[src/rtl/ordmatch_pkg.sv]
package ordmatch_pkg;

    localparam int OM_DATA_W = 32;
    localparam int OM_LANE_W = 8;
    localparam int OM_OP_W   = 2;

    typedef enum logic [OM_OP_W-1:0] {
        OP_SCMP  = 2'b00,
        OP_UCMP  = 2'b01,
        OP_BMAT  = 2'b10,
        OP_NONE  = 2'b11
    } opsel_e;

endpackage

[src/rtl/ordmatch_diff.sv]
// Subtracts A from B and repairs the top bit so that it reports ordering.
module ordmatch_diff #(
    parameter int DATA_W = 32
) (
    input  logic [DATA_W-1:0] a_i,
    input  logic [DATA_W-1:0] b_i,
    input  logic              signed_i,
    output logic [DATA_W-1:0] diff_o
);
    localparam int TOP = DATA_W - 1;

    logic [DATA_W-1:0] raw_d;
    logic              sign_split_d;
    logic              fixed_top_d;

    always_comb begin
        raw_d        = b_i + ~a_i + DATA_W'(1);
        sign_split_d = a_i[TOP] ^ b_i[TOP];
        fixed_top_d  = signed_i ? b_i[TOP] : a_i[TOP];
        diff_o       = raw_d;
        if (sign_split_d) begin
            diff_o[TOP] = fixed_top_d;
        end
    end
endmodule

[src/rtl/ordmatch_lanes.sv]
// Finds the first equal byte lane counting from the most significant lane.
module ordmatch_lanes #(
    parameter int DATA_W = 32,
    parameter int LANE_W = 8
) (
    input  logic [DATA_W-1:0] a_i,
    input  logic [DATA_W-1:0] b_i,
    output logic [DATA_W-1:0] idx_o
);
    localparam int NUM_LANES = DATA_W / LANE_W;
    localparam int IDX_W     = $clog2(NUM_LANES + 1);

    logic [NUM_LANES-1:0] hit_d;
    logic [IDX_W-1:0]     first_d;

    // hit_d[k] belongs to lane k+1, where lane 1 is the most significant byte
    for (genvar k = 0; k < NUM_LANES; k++) begin : g_lane
        localparam int HI = DATA_W - 1 - k * LANE_W;
        assign hit_d[k] = (a_i[HI -: LANE_W] == b_i[HI -: LANE_W]);
    end

    always_comb begin
        first_d = '0;
        for (int k = NUM_LANES - 1; k >= 0; k--) begin
            if (hit_d[k]) begin
                first_d = IDX_W'(k + 1);
            end
        end
        idx_o = {{(DATA_W - IDX_W){1'b0}}, first_d};
    end
endmodule

[src/rtl/ordmatch_unit.sv]
module ordmatch_unit #(
    parameter int DATA_W = ordmatch_pkg::OM_DATA_W,
    parameter int LANE_W = ordmatch_pkg::OM_LANE_W
) (
    input  logic              clk_i,
    input  logic              rst_i,
    input  logic              in_valid_i,
    input  logic [1:0]        op_i,
    input  logic [DATA_W-1:0] opa_i,
    input  logic [DATA_W-1:0] opb_i,
    output logic              out_valid_o,
    output logic [DATA_W-1:0] result_o
);
    import ordmatch_pkg::*;

    typedef struct packed {
        logic              vld;
        logic [DATA_W-1:0] res;
    } stage_t;

    stage_t            st_d, st_q;
    logic [DATA_W-1:0] cmp_res_d;
    logic [DATA_W-1:0] lane_res_d;
    opsel_e            op_d;

    assign op_d = opsel_e'(op_i);

    ordmatch_diff #(.DATA_W(DATA_W)) diff_i (
        .a_i      (opa_i),
        .b_i      (opb_i),
        .signed_i (op_d == OP_SCMP),
        .diff_o   (cmp_res_d)
    );

    ordmatch_lanes #(.DATA_W(DATA_W), .LANE_W(LANE_W)) lanes_i (
        .a_i   (opa_i),
        .b_i   (opb_i),
        .idx_o (lane_res_d)
    );

    always_comb begin
        st_d     = st_q;
        st_d.vld = in_valid_i;
        if (in_valid_i) begin
            unique case (op_d)
                OP_SCMP, OP_UCMP: st_d.res = cmp_res_d;
                OP_BMAT:          st_d.res = lane_res_d;
                default:          st_d.res = '0;
            endcase
        end
    end

    always_ff @(posedge clk_i) begin
        if (rst_i) begin
            st_q <= '0;
        end else begin
            st_q <= st_d;
        end
    end

    assign out_valid_o = st_q.vld;
    assign result_o    = st_q.res;
endmodule

[config.mk]
export PLATFORM = sky130hd
export DESIGN_NAME = ordmatch_unit
export DESIGN_NICKNAME = d
export VERILOG_FILES = /design/src/rtl/ordmatch_pkg.sv /design/src/rtl/ordmatch_diff.sv /design/src/rtl/ordmatch_lanes.sv /design/src/rtl/ordmatch_unit.sv
export SDC_FILE = /design/constraint.sdc
export NUM_CORES = 1
export LEC_CHECK = 0
export ABC_AREA = 1
export CAP_MARGIN = 20
export CORE_AREA = 2 2 121 88
export DETAILED_ROUTE_END_ITERATION = 12
export DIE_AREA = 0 0 123 90
export PLACE_DENSITY = 0.68
export SYNTH_ARGS = -nofsm -noshare
export SYNTH_HDL_FRONTEND = slang
export SYNTH_SLANG_ARGS = --single-unit
[constraint.sdc]
create_clock -name clk_i -period 2.3 [get_ports clk_i]
set_clock_uncertainty 0.2 [all_clocks]
set_input_delay 0.23 -clock clk_i [delete_from_list [all_inputs] [get_ports clk_i]]
set_output_delay 0.23 -clock clk_i [all_outputs]
set_load 0.05 [all_outputs]
==> run metrics <==
Synth Instances around 700; Hold WC Path Type reg -> reg; reg-to-reg setup timing slack around 1.4 ns; worst vdd ir about 0.37 mV; syn nets between 700 and 800; Critical Path Start Type primary input; Least-Margin Pin Slew 0.516 ns; first-pass GRT wire length around 19000 µm; final number of setup-violating endpoints 0; GRT Util Overall between 20% and 30%; Slew HR 65.5%; Syn. warnings 0; Sw Share 37.2%; final instance area 5520 µm²; origin of the critical flop-to-flop path result_o[0]$_SDFFE_PP0P_; Worst setup EP type flip-flop; DR pass1 iterations 5; DRC errors left 0; hold path depth 2; layout cell share with drive strength beyond 1 between 10% and 20%; vias in the first global route 3946; GP Congestion a little over 0.9; Area growth, synth to finish 43.7%; die width between 100 and 150 µm; Starting DRT DRC Count approximately 300; status complete, no violations; minimum hold slack 0.266 ns; Setup WS post-layout 0.130 ns; final hold violations 0; Routed WL 12400 µm; Die ar. around 11000 µm²; DR vias 4467; Pleak ~2.9 nW; clock power share between 30% and 40%; worst reg2reg path depth 3; antenna-violating nets left 0; cts bufs inserted 5; asr flop ratio synth 0%; # port buffers 101; Skew-Pair Late Insertion Delay 0.28 ns; sequential area share after synthesis between 10% and 20%; ant diodes 0; number of top-level pins between 100 and 150; root buf cell clkbuf_16; power per cell area approximately 470 nW/µm²; mapped cell area about 3800 µm²; Comb power frac between 40% and 50%; CTS tree yes; hpwl dp between 10000 and 15000 µm; Unique masters post-synth 30; max_cap viols 0; RR Endpoint result_o[0]$_SDFFE_PP0P_; highest-delay cell along the critical path clkdlybuf4s50_1; initial core utilization between 30% and 40%; WP buf/inv 2; clk sinks 33; syn_area_per_cell around 5.6 µm²; Reg power frac around a quarter; Area after DPL 5330 µm²; sw power around 970 µW; gr ovfl total 0; height of the die roughly 90 µm; CP max FO 4; critical path's top delay family simple AND/OR/NAND/NOR gates; Final period util between 90% and 100%; Setup Fix Bufs, Post-CTS 0; CP required ~2.3 ns; clock slew at the register clock pins of the worst setup and hold paths approximately 0.060 ns; maximum root-to-sink buffer count 2; CP arrival roughly 2.2 ns; unrepaired setup endpoints after global routing false; Routed WL per cell around 13 µm; Max stage delay on crit path 0.46 ns; post-synth top area share between 20% and 30%; initial antenna violation count 0; # rows 31; core area around 10000 µm²; Worst Setup SP opa_i[4]; largest area contributor in the netlist nand2_1; dpl ws -0.155 ns; cells along the critical path clkdlybuf4s50_1, inv_1, ha_1, nand2_1, nand2_1, nand3b_2, nand2_2, nand2_2, nand2_2, nand2_1, nand2_1, nand3_2, a21oi_2; Highest Clock Rate 461 MHz; Internal between 1.5 and 2 mW; # nets final 927; Post-synth EDFFs 0; Synth Flop Type dfxtp_1; final max-slew violation count 0; fillcell total about 1000; crit path kind in -> reg; post-layout min period ~2.2 ns; hold path startpoint result_o[10]$_SDFFE_PP0P_; largest net degree at the start of global routing 34; dominant cells by area after synthesis nand2_1 23%, dfxtp_1 17%, inv_1 14%; Top cell by count, worst path nand2_1; htree depth 2; Min-Delay Endpoint result_o[10]$_SDFFE_PP0P_; #FFs+latches synth 33; routed vias/inst between 4 and 5
==> cell families (layout without fill, tap and decap cells) <==
logic type                 after synthesis  count (layout)  synth area share (%)
AOI/OAI and AO/OA                       78              78                  11.5
xor gates and xnor gates                 1               1                 0.228
adders and majority gates               32              32                  10.6
buffers and inverters                  156             302                  15.6
DFF                                     33              33                  17.2
and+or+nand+nor                        381             381                  44.8
==> routing by layer <==
metal	share of wire, %	GRT usage (%)	routed length, µm
met3	8.2	3.05	1020
met4	0.67	2.94	83
met2	38	30.6	4730
met5	0	0	0
met1	53	35.7	6610
==> cells in the mapped netlist, types with 8 or more instances <==
master   count
nand3_1     38
nor2_1      39
nand2_2     23
ha_1        31
nand3_2     13
a21oi_1     51
inv_1      142
a21oi_2      9
o21ai_0     13
nand2_1    239
dfxtp_1     33
nor2_2       8
==> worst reg2reg max path: cells and delay by family (launching register included) <==
kind	cells	cell delay, ns
AO/OA/AOI/OAI	2	0.28
AND/OR/NAND/NOR	1	0.06
flip-flops	1	0.31
==> registers in the layout, summed over array words and instances, names as in the netlist <==
signal	cells
result_o	32
out_valid_o	1
==> worst max-delay path by stage <==
stage / endpoint / depth (start not counted)
after global routing: result_o[26]$_SDFFE_PP0P_ / 11
after CTS: result_o[16]$_SDFFE_PP0P_ / 11
after global placement: result_o[30]$_SDFFE_PP0P_ / 12
after detailed placement: result_o[24]$_SDFFE_PP0P_ / 13
final: result_o[21]$_SDFFE_PP0P_ / 13
after floorplan: result_o[24]$_SDFFE_PP0P_ / 13
==> cells in the final DEF, fill, tap and decap left out, drive strengths merged <==
cell type / n
a21o: 1
a21oi: 60
a32o: 1
and2: 1
buf: 45
bufinv: 1
clkbuf: 7
clkdlybuf4s50: 101
dfxtp: 33
fa: 1
ha: 31
inv: 148
nand2: 262
nand3: 51
nand3b: 5
nand4: 5
nor2: 49
nor3: 2
o21ai: 13
o21bai: 3
or2: 6
xnor2: 1
==> power by group through the flow <==
| stage | clock network [mW] | registers, mW | logic [mW] |
|---|---|---|---|
| after CTS | 0.813 | 0.627 | 1.16 |
| after floorplan | 0 | 0.756 | 0.573 |
| after global routing | 0.835 | 0.631 | 1.29 |
| final | 0.805 | 0.627 | 1.18 |
| after global placement | 0 | 0.639 | 1.14 |
| after detailed placement | 0 | 0.639 | 1.16 |
==> layout make-up <==
class / count / area [µm²] / share of cell area (%)
timing repair buffer: 146 / 1360 / 24.7
tap: 132 / 165 / 2.99
clock inverter: 1 / 30.0 / 0.544
clock buffer: 7 / 143 / 2.58
inverter: 148 / 556 / 10.1
multi-input combinational: 492 / 2610 / 47.2
sequential: 33 / 661 / 12.0
==> what timing repair did <==
item	CTS	global route
endpoints found under the setup margin	0	8
endpoints found under the hold margin	0	0
resized for setup	0	7
hold buffers	0	0
==> through the flow <==
step | power (mW) | cells | setup TNS [ns] | utilization (%)
2_1_floorplan | 1.33 | 681 | 0 | -
6_report | 2.61 | 959 | 0 | 55.2
3_5_place_dp | 1.80 | 951 | -2.29 | 53.2
4_1_cts | 2.60 | 959 | 0 | 54.9
3_3_place_gp | 1.78 | 951 | -1.53 | 53.2
5_1_grt | 2.75 | 959 | 0 | 55.2
Power figures use the tool's default switching activity.
